===== src/rtl/mfm_esc_decoder.sv =====
module mfm_esc_decoder #(
  parameter int BYPASS_BYTES = 512
) (
  input  logic        clk,
  input  logic        rst_n,
  input  logic        in_valid,
  output logic        in_ready,
  input  logic [15:0] in_word,
  output logic        out_valid,
  output logic [7:0]  out_byte,
  output logic        out_mark,
  output logic        wr_gate,
  output logic        cmd_err
);
  localparam int BW = BYPASS_BYTES / 2;
  localparam int CW = $clog2(BW + 1);
  localparam logic [7:0] ESC = 8'h99, SYNC_A1 = 8'hA1, SYNC_C2 = 8'hC2;
  localparam logic [7:0] ID_AM = 8'hFE, ID_DM = 8'hFB;
  localparam logic [7:0] CMD_BYP = 8'h0F, CMD_CRC = 8'h04, CMD_STOP = 8'h08;

  function automatic logic [15:0] crc_upd(input logic [15:0] c, input logic [7:0] b);
    logic [15:0] r;
    r = c;
    for (int i = 7; i >= 0; i--)
      r = {r[14:0], 1'b0} ^ ((r[15] ^ b[i]) ? 16'h1021 : 16'h0000);
    return r;
  endfunction

  logic [CW-1:0] byp;
  logic          pend, pend_crc, a1_run;
  logic [7:0]    pend_byte;
  logic [15:0]   crc;

  assign in_ready = !pend;
  wire       take = in_valid && in_ready;
  wire [7:0] hi   = in_word[15:8];
  wire [7:0] lo   = in_word[7:0];
  wire       esc  = (byp == '0) && (hi == ESC);

  always_ff @(posedge clk) begin
    if (!rst_n) begin
      byp <= '0; pend <= 1'b0; pend_crc <= 1'b0; pend_byte <= '0;
      a1_run <= 1'b0; crc <= 16'hFFFF;
      out_valid <= 1'b0; out_byte <= '0; out_mark <= 1'b0;
      wr_gate <= 1'b0; cmd_err <= 1'b0;
    end else begin
      out_valid <= 1'b0;
      out_mark  <= 1'b0;
      cmd_err   <= 1'b0;
      if (pend) begin
        pend      <= 1'b0;
        out_valid <= 1'b1;
        out_byte  <= pend_byte;
        if (!pend_crc) begin
          crc    <= crc_upd(crc, pend_byte);
          a1_run <= 1'b0;
        end
      end else if (take) begin
        if (!esc) begin
          out_valid <= 1'b1;
          out_byte  <= hi;
          wr_gate   <= 1'b1;
          crc       <= crc_upd(crc, hi);
          a1_run    <= 1'b0;
          pend      <= 1'b1;
          pend_byte <= lo;
          pend_crc  <= 1'b0;
          if (byp != '0) byp <= byp - 1'b1;
        end else begin
          case (lo)
            SYNC_A1: begin
              out_valid <= 1'b1; out_byte <= lo; out_mark <= 1'b1; wr_gate <= 1'b1;
              crc    <= crc_upd(a1_run ? crc : 16'hFFFF, lo);
              a1_run <= 1'b1;
            end
            SYNC_C2: begin
              out_valid <= 1'b1; out_byte <= lo; out_mark <= 1'b1; wr_gate <= 1'b1;
              a1_run <= 1'b0;
            end
            ID_AM, ID_DM, ESC: begin
              out_valid <= 1'b1; out_byte <= lo; wr_gate <= 1'b1;
              crc    <= crc_upd(crc, lo);
              a1_run <= 1'b0;
            end
            CMD_BYP: byp <= CW'(BW);
            CMD_CRC: begin
              out_valid <= 1'b1; out_byte <= crc[15:8]; wr_gate <= 1'b1;
              pend      <= 1'b1;
              pend_byte <= crc[7:0];
              pend_crc  <= 1'b1;
              a1_run    <= 1'b0;
            end
            CMD_STOP: wr_gate <= 1'b0;
            default:  cmd_err <= 1'b1;
          endcase
        end
      end
    end
  end
endmodule



===== config.mk =====
export PLATFORM = sky130hd
export DESIGN_NAME = mfm_esc_decoder
export DESIGN_NICKNAME = d
export VERILOG_FILES = /design/src/rtl/mfm_esc_decoder.sv
export SDC_FILE = /design/constraint.sdc
export NUM_CORES = 1
export LEC_CHECK = 0
export BUFFER_PORTS_ARGS = -buffer_cell sky130_fd_sc_hd__buf_2
export CORE_ASPECT_RATIO = 1.75
export CORE_MARGIN = 2
export CORE_UTILIZATION = 54
export DETAILED_ROUTE_END_ITERATION = 6
export GPL_TIMING_DRIVEN = 0
export PLACE_DENSITY_LB_ADDON = 0.25
export SETUP_SLACK_MARGIN = 0.3
export SYNTH_ARGS = -nofsm -noshare
export SYNTH_HDL_FRONTEND = slang
export SYNTH_SLANG_ARGS = --single-unit

===== constraint.sdc =====
create_clock -name clk -period 3.6 [get_ports clk]
set_input_delay 0.72 -clock clk [delete_from_list [all_inputs] [get_ports clk]]
set_output_delay 0.72 -clock clk [all_outputs]
set_load 0.02 [all_outputs]

## Word-level counts from Yosys, hierarchy flattened

Cells that the tools add are included.

- Output and inout port bits: 13
- Word-level logic and storage cells: 181
- Input bits: 19
- Flip-flop bits (word level): 48

- Multiplexer cells: 64
- Reductions and logical operators: 21
- Add/subtract/negate cells: 1
- Eq/ne operators: 16
- Bitwise gates (word level): 68

Operator list:

| operator | count |
|---|---|
| $xor 16x13->16 | 32 |
| $mux 13 | 32 |
| $mux 16 | 5 |
| $eq 8x8->1 const B | 6 |
| $mux 8 | 5 |
| $pmux 16 s2 | 1 |
| $xor 1x1->1 | 32 |
| $mux 9 | 3 |
| $eq 8x4->1 const B | 2 |
| $pmux 8 s2 | 1 |
| $mux 1 | 15 |
| $reduce_and 3->1 | 4 |
| $reduce_or 5->1 | 2 |
| $logic_not 9->1 | 1 |
| $reduce_bool 9->1 | 1 |
| $sub 9x1->9 const B | 1 |
| $eq 8x3->1 const B | 1 |
| $ne 4x3->1 const B | 2 |
| $reduce_or 8->1 | 1 |
| $reduce_or 3->1 | 2 |
| $reduce_or 6->1 | 1 |
| $ne 2x1->1 const B | 2 |
| $ne 4x2->1 const B | 1 |
| $not 1->1 | 4 |
| other kinds (10) | 13 |

## Depth between registers and ports, before layout

- Depth after elaboration: 29
- Gate-level depth with buffers: 11
- Mapped depth without buffers: 8

## Worst setup path after synthesis

Ideal clock, no wire load.

- Path kind: input-to-reg
- Start: input in_word[2]
- End: register crc[11]
- Cell stages on the path: 8
- Arrival: 2273 ps
- Path slack: 1205 ps
- Data required time: 3478 ps
- Setup time: 122 ps
- Buffers on the path: 2
- Cell sequence: buf_4 nor4b_4 nand3_1 and2_0 clkbuf_1 a21oi_1 o21ai_0 a221o_1

- Word-level cells in the longest chain between the ends: 6
- Elaborated cells on any way between the ends: 11
- Those cells by class: 5 x eq/ne; 4 x mux; 2 x reduce/logical

Ends and longest elaborated chain:

| element | RTL line | RTL |
|---|---|---|
| start, declared | 8 | `input logic [15:0] in_word,` |
| $eq 8x8->1 | 70 | `case (lo)` |
| $reduce_or 3->1 | n/a |  |
| $pmux 16 s2 | 70 |  |
| $mux 16 | 59 | `if (!esc) begin` |
| $mux 16 | 58 | `end else if (take) begin` |
| $mux 16 | 50 | `if (pend) begin` |
| end signal, assigned | 55 | `crc <= crc_upd(crc, pend_byte);` |
| end signal, assigned | 63 | `crc <= crc_upd(crc, hi);` |
| end signal, assigned | 73 | `crc <= crc_upd(a1_run ? crc : 16'hFFFF, lo);` |
| end, declared | 32 | `logic [15:0] crc;` |

Several ways; a longest one is shown, not always the timed one. The select of a mux whose other input is x is not followed.
A chain may end at the register's enable or synchronous reset.

## Worst setup path in the final report

- Start: input in_word[0]
- End: register crc[11]

The elaborated chain is that of the path after synthesis.

==> impl_metrics.tcl <==
set metrics [dict create \
    cts-root-buf "clkbuf_16" \
    hpwl_microns 9120 \
    critical_path_class "in -> reg" \
    final_util 0.6122 \
    syn_inst 473 \
    yosysSeqAreaShare 0.2589 \
    nets 527 \
    stdcell_count 591 \
    synth_ff_type "dfxtp_1" \
    setup_viol 0 \
    r2r_end "crc[8]$_SDFFE_PN1P_" \
    slowest_stage "nand4_1" \
    max_cap_viol_count 0 \
    antenna_found_initial 0 \
    slew_viol_final 0 \
    antenna_cells 0 \
    cts_buffers 5 \
    dp_cells 584 \
    start_util 0.5493 \
    cp.arrival_ns 2.81 \
    htree_levels 2 \
    numPortBuffers 27 \
    grt_pass1_wl_microns 19160 \
    post-synth-top-count-cell "xnor2_1" \
    die_h_microns 113.7 \
    synth_area_leaders "dfxtp_1 (26%), xnor2_1 (12%), xor2_1 (7.1%), a21oi_1 (4.3%), nand2_1 (4.2%)" \
    max_freq_ghz 0.3805 \
    synth_seq_cells 48 \
    critPathLaunchType "input pin" \
    drtAntennaViolNets 0 \
    syn_area_sq_um 3711 \
    final.setup_skew_ns 0.006971 \
    clkSlewWorstSetupHoldPaths_ns 0.07 \
    post_drt_wl_per_cell_microns 20.68 \
    finalHoldViolCount 0 \
    syn2layout_area_growth_pct 11.46 \
    tightest_slew_ns 0.6749 \
    rsz0062_at_grt "false" \
    slew_headroom 0.5469 \
    dieArea_sq_um 7577 \
    hold_path_end "out_byte[2]$_SDFFE_PN0P_" \
    crit_fanout 9 \
    holdWs_ns 0.4738 \
    period_share 0.7300 \
    power_mw 2.362 \
    synth_common_cells "xnor2_1 (52), dfxtp_1 (48), nand2_1 (42)" \
    slowest_delay_ns 0.45 \
    drt_iter0_markers 265 \
    postPlaceCellArea_sq_um 3951 \
    min_path_type "reg -> reg" \
    grt_max_degree 15 \
    reg2regPathDepth 11 \
    path_cells "buf_2 > xor2_1 > nand4_1 > and2_0 > clkbuf_1 > a21oi_1 > o21ai_0 > a221o_1" \
    synth_nets 493 \
    synth_edf_count 0 \
    min_path_cells 2 \
    setup_tns_ns 0 \
    ctsHoldBuffers 0 \
    setup_ws_ns 0.9722 \
    wl_microns 12220 \
    gp_congestion 0.9956 \
    status "completed" \
    ff2ff_setup_slack_ns 1.01 \
    cts_buffer_depth 2 \
    yosys.area.top_type "dfxtp_1" \
    core_sq_um 6756 \
    cp_top_family "simple AND/OR/NAND/NOR gates" \
    ioPinCount 32 \
    grt_pass1_vias 3761 \
    ys_types 68 \
    via_count 3833 \
    firstDrtPassIters 5 \
    power_leakage_nw 1.563 \
    crit_required_ns 3.79 \
    synth_top_area_frac 0.2589 \
    cts_tree "yes" \
    min_from "out_byte[2]$_SDFFE_PN0P_" \
    postCtsSetupRepairBufs 0 \
    viasPerCell 6.486 \
    synth.avg_cell_area_sq_um 7.846 \
    critPathBufInv 2 \
    std_cell_rows 40 \
    p_per_area_nw_per_um2 571.1 \
    worstSkewPairLatency_ns 0.30 \
    gr-total-overflow 0 \
    r2r_start "byp[0]$_SDFFE_PN0P_" \
    cp-end-kind "flip-flop" \
    dpl_worst_slack_ns 0.7471 \
    post_cts_resized 0 \
    die-width_microns 66.67 \
    async_reset_ff_frac 0 \
    fin_area_sq_um 4136 \
    cts.sinks 48 \
    min_period_ns 2.628 \
    drc 0 \
    track_usage 0.3373 \
    ir_drop_v 0.0002563 \
    ys.warnings.count 0 \
    drive_above_1_share 0.1302 \
]
[sequential cells by signal (all words and copies together) (netlist names)]
signal     count
crc           16
byp            9
out_byte       8
pend_byte      8
a1_run         1
cmd_err        1
out_mark       1
out_valid      1
pend           1
pend_crc       1
wr_gate        1
[report_power, final]
group / switching, mW / leakage (nW) / total [mW] / internal, mW
registers: 0.101 / 0.397 / 0.725 / 0.624
clock network: 0.219 / 0.0899 / 0.613 / 0.395
logic: 0.581 / 1.08 / 1.02 / 0.443
[layer usage]
metal,wire length [microns],share of wire,global-route usage
met5,0,0,0
met2,5863,0.48,0.5560
met1,4403,0.36,0.3614
met4,1055,0.086,0.2776
met3,898,0.073,0.06410
[layout make-up]
| class | count | area (sq um) |
|---|---|---|
| Tap cell | 84 | 105.1 |
| Fill cell | 641 | 2620 |
| Buffer | 38 | 187.7 |
| Clock buffer | 5 | 125.1 |
| Timing Repair Buffer | 27 | 135.1 |
| Inverter | 9 | 33.78 |
| Clock inverter | 2 | 60.06 |
| Multi-Input combinational cell | 378 | 2529 |
| Sequential cell | 48 | 960.9 |
[worst min-delay path, cell delays in order, from the launching register on]
cell,delay (ns)
dfxtp_1,0.31
nand3_1,0.07
a21oi_1,0.05
[cell usage in the layout, fill, tap and decap left out, types with 5 or more instances in the layout]
cell / n
a211oi_1: 14
a21oi_1: 32
a311oi_1: 7
a31oi_1: 11
buf_2: 39
clkbuf_1: 20
clkbuf_16: 5
dfxtp_1: 48
inv_1: 9
nand2_1: 42
nand3_1: 10
nand4_1: 7
nor2_1: 41
nor2b_1: 7
nor3_1: 17
o21ai_0: 28
o31ai_1: 5
xnor2_1: 52
xor2_1: 30
[how the worst max path moves through the flow]
| stage | cells after the start | start | end | slack, ns |
|---|---|---|---|---|
| 3_3_place_gp | 9 | in_word[13] | crc[0]$_SDFFE_PN1P_ | 0.75 |
| 4_1_cts | 9 | in_word[1] | crc[11]$_SDFFE_PN1P_ | 1.05 |
| 3_5_place_dp | 9 | in_word[1] | crc[11]$_SDFFE_PN1P_ | 0.75 |
| 2_1_floorplan | 8 | in_word[2] | crc[11]$_SDFFE_PN1P_ | 1.21 |
| 5_1_grt | 11 | byp[0]$_SDFFE_PN0P_ | crc[8]$_SDFFE_PN1P_ | 0.81 |
| 6_report | 8 | in_word[0] | crc[11]$_SDFFE_PN1P_ | 0.97 |
[logic make-up (layout without fill, tap and decap cells)]
family          Yosys count  after routing  share of synthesized area
compound gates          132            132                     0.2367
simple gates            157            157                     0.2279
buf+inv                  47             81                    0.05968
flops                    48             48                     0.2589
mux                       5              5                    0.01382
xor+xnor                 83             83                     0.1996
fa+ha+maj                 1              1                   0.003371
No activity file was read; power rests on OpenSTA's default activity.
